**src/rtl/pulse_frame_seq.sv**
```systemverilog
module pulse_frame_seq #(
  parameter int AW        = 7,
  parameter int DW        = 32,
  parameter int TW        = 24,
  parameter int DLYW      = 16,
  parameter int ADDR_MODE = 0,
  parameter int ADDR_DUR0 = 1,
  parameter int ADDR_DLY  = 5
) (
  input  logic          clk,
  input  logic          rst_n,
  input  logic [AW-1:0] cfg_addr,
  input  logic [DW-1:0] cfg_data,
  input  logic          cfg_we,
  output logic [3:0]    phase_oh,
  output logic          tx_en,
  output logic          rx_en,
  output logic          frame_start,
  output logic          ant_tx,
  output logic          ant_rx
);

  localparam int NPH = 4;

  typedef enum logic [2:0] {S_ON = 3'd0, S_SW = 3'd1, S_LOOK = 3'd2, S_IDLE = 3'd3, S_HALT = 3'd4} st_t;

  logic            hold;
  logic [TW-1:0]   dur [NPH];
  logic [DLYW-1:0] dtx, drx;
  st_t             st, st_n;
  logic [TW-1:0]   cnt, cnt_n;
  logic [1:0]      nph;

  always_ff @(posedge clk or negedge rst_n) begin
    if (!rst_n) begin
      hold <= 1'b1;
      for (int i = 0; i < NPH; i++) dur[i] <= '0;
      dtx  <= '0;
      drx  <= '0;
    end else if (cfg_we) begin
      if (int'(cfg_addr) == ADDR_MODE) hold <= cfg_data[0];
      for (int i = 0; i < NPH; i++)
        if (int'(cfg_addr) == ADDR_DUR0 + i) dur[i] <= cfg_data[TW-1:0];
      if (int'(cfg_addr) == ADDR_DLY) {dtx, drx} <= cfg_data[2*DLYW-1:0];
    end
  end

  assign nph = st[1:0] + 2'd1;

  always_comb begin
    st_n  = st;
    cnt_n = cnt;
    if (hold) begin
      st_n  = S_HALT;
      cnt_n = '0;
    end else if (st == S_HALT) begin
      st_n  = S_ON;
      cnt_n = dur[0];
    end else if (cnt == '0) begin
      st_n  = st_t'({1'b0, nph});
      cnt_n = dur[nph];
    end else begin
      cnt_n = cnt - 1'b1;
    end
  end

  always_ff @(posedge clk or negedge rst_n) begin
    if (!rst_n) begin
      st          <= S_HALT;
      cnt         <= '0;
      frame_start <= 1'b0;
    end else begin
      st          <= st_n;
      cnt         <= cnt_n;
      frame_start <= (st_n == S_ON) && (st != S_ON);
    end
  end

  assign phase_oh = (st == S_HALT) ? 4'b0000 : (4'b0001 << st[1:0]);
  assign tx_en    = phase_oh[0];
  assign rx_en    = phase_oh[2];

  logic [1:0]      en_now, en_nxt, ant;
  logic [DLYW-1:0] dsel [2];

  assign en_now  = {rx_en, tx_en};
  assign en_nxt  = {st_n == S_LOOK, st_n == S_ON};
  assign dsel[0] = dtx;
  assign dsel[1] = drx;

  for (genvar g = 0; g < 2; g++) begin : g_ant
    logic            rp, fp, aq;
    logic [DLYW-1:0] rc, fc;
    logic            rise, fall, zero, set_e, clr_e;

    assign rise  = en_nxt[g] & ~en_now[g];
    assign fall  = ~en_nxt[g] & en_now[g];
    assign zero  = (dsel[g] == '0);
    assign set_e = (rise && zero) || (rp && rc == DLYW'(1));
    assign clr_e = (fall && zero) || (fp && fc == DLYW'(1));

    always_ff @(posedge clk or negedge rst_n) begin
      if (!rst_n) begin
        rp <= 1'b0; fp <= 1'b0; rc <= '0; fc <= '0; aq <= 1'b0;
      end else if (hold) begin
        rp <= 1'b0; fp <= 1'b0; aq <= 1'b0;
      end else begin
        aq <= clr_e ? 1'b0 : (set_e ? 1'b1 : aq);
        if (rise && !zero) begin
          rp <= 1'b1; rc <= dsel[g];
        end else if (rp) begin
          if (rc == DLYW'(1)) rp <= 1'b0;
          rc <= rc - 1'b1;
        end
        if (fall && !zero) begin
          fp <= 1'b1; fc <= dsel[g];
        end else if (fp) begin
          if (fc == DLYW'(1)) fp <= 1'b0;
          fc <= fc - 1'b1;
        end
      end
    end

    assign ant[g] = aq;
  end

  assign ant_tx = ant[0];
  assign ant_rx = ant[1];

  a_r5_enables_exclusive: assert property (@(posedge clk) disable iff (!rst_n)
    !(tx_en && rx_en));

  a_r6_start_on_first_cycle: assert property (@(posedge clk) disable iff (!rst_n)
    frame_start |-> (tx_en && !$past(tx_en)));

  a_r3_switch_after_on: assert property (@(posedge clk) disable iff (!rst_n)
    ($past(tx_en) && !tx_en && !$past(hold)) |-> (phase_oh == 4'b0010));

  a_r4_phase_held_while_counting: assert property (@(posedge clk) disable iff (!rst_n)
    (cnt != '0 && st != S_HALT && !hold) |=> $stable(phase_oh));

  a_r7_start_after_release: assert property (@(posedge clk) disable iff (!rst_n)
    ($past(st == S_HALT) && !$past(hold)) |-> frame_start);

  a_r11_hold_quiet: assert property (@(posedge clk) disable iff (!rst_n)
    $past(hold) |-> (phase_oh == 4'b0000 && !ant_tx && !ant_rx));

endmodule

```
**config.mk**
```make
export PLATFORM = sky130hd
export DESIGN_NAME = pulse_frame_seq
export DESIGN_NICKNAME = d
export VERILOG_FILES = /design/src/rtl/pulse_frame_seq.sv
export SDC_FILE = /design/constraint.sdc
export NUM_CORES = 1
export LEC_CHECK = 0
export BUFFER_PORTS_ARGS = -buffer_cell sky130_fd_sc_hd__buf_2
export CELL_PAD_IN_SITES_DETAIL_PLACEMENT = 0
export CELL_PAD_IN_SITES_GLOBAL_PLACEMENT = 1
export CORE_MARGIN = 5
export CORE_UTILIZATION = 54
export CTS_CLUSTER_DIAMETER = 120
export CTS_CLUSTER_SIZE = 16
export DETAILED_ROUTE_END_ITERATION = 12
export GPL_TIMING_DRIVEN = 0
export PLACE_DENSITY_LB_ADDON = 0.08
export SYNTH_ARGS = -nofsm -noshare
export SYNTH_HDL_FRONTEND = slang
export SYNTH_SLANG_ARGS = --single-unit
```
**constraint.sdc**
```tcl
create_clock -name clk -period 6 [get_ports clk]
set_input_delay 0.9 -clock clk [delete_from_list [all_inputs] [get_ports clk]]
set_output_delay 0.9 -clock clk [all_outputs]
set_load 0.02 [all_outputs]
```
==> results.sh <==
export IMPL_status="finished, final reports clean"
export IMPL_worst_path_buf_inv=4
export IMPL_ys_ff_latch=227
export IMPL_yosys_area_top_type_share_pct=47.61
export IMPL_placed_cell_area_um2=12490
export IMPL_cp_end_kind="register"
export IMPL_io_buffers=50
export IMPL_synthArstFlopShare_pct=100.0
export IMPL_holdBufCountCts=0
export IMPL_syn_num_nets=1122
export IMPL_row_count=54
export IMPL_grt_pass1_vias=8821
export IMPL_startpoint_type="register"
export IMPL_worst_slew_pin_slew_ps=1027
export IMPL_insertion_delay_ps=510
export IMPL_core_um2=21690
export IMPL_met1_usage_pct=38.60
export IMPL_vias=8767
export IMPL_final_cells=1431
export IMPL_p_switching_w=0.001950
export IMPL_setup_violations_final=0
export IMPL_slowest_stage="buf_1"
export IMPL_cts_made_buffers=18
export IMPL_seq_power_share_pct=42.8
export IMPL_routed_wl_um=30470
export IMPL_hold_viol=0
export IMPL_slew_limit_headroom_pct=31.54
export IMPL_drc=0
export IMPL_drt_wirelength_per_cell_um=21.29
export IMPL_post_route_period_util_pct=63.40
export IMPL_viasPerCell=6.126
export IMPL_diodes=0
export IMPL_slew_viol_final=0
export IMPL_area_delta_synth_final_pct=10.09
export IMPL_first_iter_violations=498
export IMPL_path_depth=8
export IMPL_power_frac_clock_pct=21.9
export IMPL_grtUsageMet2_pct=39.70
export IMPL_cts_root_buf="clkbuf_16"
export IMPL_overflow=0
export IMPL_grt_pass1_wl_um=49890
export IMPL_leakage_nw=5.974
export IMPL_postCtsResizedCells=0
export IMPL_rsz0062_at_grt="no"
export IMPL_ctsLongestPathBuffers=3
export IMPL_finalCriticalPeriod_ps=3804
export IMPL_final_nets=1194
export IMPL_switching_share_pct=37.19
export IMPL_dp_cells=1399
export IMPL_cap_viol_max_count=0
export IMPL_cp_arrival_ps=4160
export IMPL_seq_area_frac_synth_pct=48.05
export IMPL_antenna_found_initial=0
export IMPL_synth_area_per_cell_um2=11.08
export IMPL_design_area_um2=13020
export IMPL_gr_usage_all_layers_pct=25.32
export IMPL_utilization_pct=60.03
export IMPL_die_y_um=158.0
export IMPL_start_util_pct=54.53
export IMPL_path_cells="clkbuf_1 -> inv_1 -> ha_1 -> clkbuf_1 -> buf_1 -> mux4_2 -> a211oi_1 -> nor3_1"
export IMPL_dp_hpwl_um=21720
export IMPL_clock_fmax_mhz=262.9
export IMPL_yosysTopAreaCell="dfrtp_1"
export IMPL_irDropWorstVdd_v=0.0002496
export IMPL_synth_main_ff_cell="dfrtp_1"
export IMPL_cp_required_ps=6360
export IMPL_antenna_left=0
export IMPL_cpPeakStageDelay_ps=820
export IMPL_cts_tree="done"
export IMPL_synth_edf_count=0
export IMPL_hold_class="input port to async pin"
export IMPL_drive_above_1_share_pct=22.94
export IMPL_combPwrFrac_pct=35.3
export IMPL_p_int_w=0.003294
export IMPL_critPathKind="register to register"
export IMPL_pin_count=51
export IMPL_cp_max_fo=10
export IMPL_fin_setup_tns_ps=0
export IMPL_worst_r2r_cell_count=8
export IMPL_cts_sinks=227
export IMPL_ys_warnings_count=0
export IMPL_grt_max_degree=102
export IMPL_dieArea_um2=24960
export IMPL_htreeDepth=1
export IMPL_grt_util_met3_pct=2.870
export IMPL_clkTransAtPathRegs_ps=80
export IMPL_postCtsSetupRepairBufs=0
export IMPL_cp_top_family="buffers and inverters"
export IMPL_syn_inst=1067
export IMPL_finClkSkew_ps=19.86
export IMPL_synthTopCellsByArea="dfrtp_1, mux2_2, mux4_2, a21oi_1, mux2i_1"
export IMPL_ys_types=74
export IMPL_dr_pass1_iters=5
export IMPL_power_density_nw_per_um2=402.7
export IMPL_netlist_area_um2=11830
export IMPL_gp_congestion=0.8658
export IMPL_dieWidth_um=158.0
export IMPL_timing_critical_path_mode_cell="clkbuf_1"
export IMPL_busiest_layer="met2"
## final timing paths
path	from	end	slack, ps
max	st[0]	cnt[0]	2200
min	rst_n	g_ant[1].rc[8]	320
max reg2reg	st[0]	cnt[0]	2200
min reg2reg	dur[34]	dur[34]	500
max in group asynchronous	rst_n	cnt[12]	4820
min in group clk	dur[34]	dur[34]	500
## power by group through the flow
| stage | registers (W) | clock network (W) | logic (W) |
|---|---|---|---|
| after floorplan | 0.00218 | 0 | 0.00142 |
| after global placement | 0.00226 | 0 | 0.00181 |
| after detailed placement | 0.00226 | 0 | 0.00185 |
| after CTS | 0.00224 | 0.00118 | 0.00185 |
| after global routing | 0.00231 | 0.00123 | 0.00207 |
| final | 0.00225 | 0.00115 | 0.00185 |
## cell usage after synthesis, drive strengths merged, types with 14 or more instances
| master | count |
|---|---|
| nor4 | 28 |
| dfrtp | 225 |
| mux2 | 132 |
| nor2 | 67 |
| clkbuf | 42 |
| buf | 20 |
| nand3 | 23 |
| nand4 | 14 |
| o22ai | 16 |
| nor3 | 37 |
| a21oi | 72 |
| o21ai | 29 |
| nand2 | 71 |
| inv | 38 |
| mux4 | 24 |
| xnor2 | 20 |
| or3 | 22 |
| mux2i | 27 |
## cell usage in the layout (no fill, tap or decap), drive strengths merged, types with 14 or more instances in the layout
cell type	synthesis	final
a21oi	72	72
buf	20	72
clkbuf	42	72
dfrtp	225	225
inv	38	38
mux2	132	132
mux2i	27	27
mux4	24	24
nand2	71	71
nand3	23	23
nand4	14	14
nor2	67	67
nor3	37	37
nor4	28	28
o21ai	29	29
o22ai	16	16
or3	22	22
xnor2	20	20
## flip-flops by register name (all words and copies together), names as in the netlist
name / count
dur: 96
g_ant.fc: 32
g_ant.rc: 32
hold: 1
dtx: 16
drx: 16
st: 3
ant_rx: 1
ant_tx: 1
cnt: 24
g_ant.fp: 2
g_ant.rp: 2
frame_start: 1
## area by class of cell
type	count	area, µm²
Buffer	62	290.3
Clock buffer	30	495.5
Clock inverter	2	32.53
Fill cell	1818	8668
Inverter	38	142.6
Multi-Input combinational cell	740	5710
Sequential cell	227	5683
Tap cell	280	350.3
Timing Repair Buffer	52	315.3
## per-layer routing
| metal | share of wire, % | wire [µm] |
|---|---|---|
| met5 | 0 | 0 |
| met4 | 1.9 | 591 |
| met3 | 4.4 | 1327 |
| met2 | 47 | 14180 |
| met1 | 47 | 14370 |
## logic make-up (layout without fill, tap and decap cells)
kind of cell,count (synthesis),count (layout),synth area share (%)
muxes,183,183,19.42
and+or+nand+nor,329,329,15.11
xor gates and xnor gates,27,27,2.000
DFF,227,227,48.05
adders and majority gates,13,13,1.375
buffers and inverters,100,184,3.661
AOI/OAI and AO/OA,188,188,10.38
## per-stage QoR
stage          power (W)  worst slack, ps  hold WS [ps]
6_report        0.005244             2196         316.9
5_1_grt         0.005609             1917         336.9
4_1_cts         0.005268             2128         319.4
3_5_place_dp    0.004112             2143         490.0
3_3_place_gp    0.004069           -46.52         481.5
2_1_floorplan   0.003591             3100         474.1
Power figures use the tool's default switching activity.
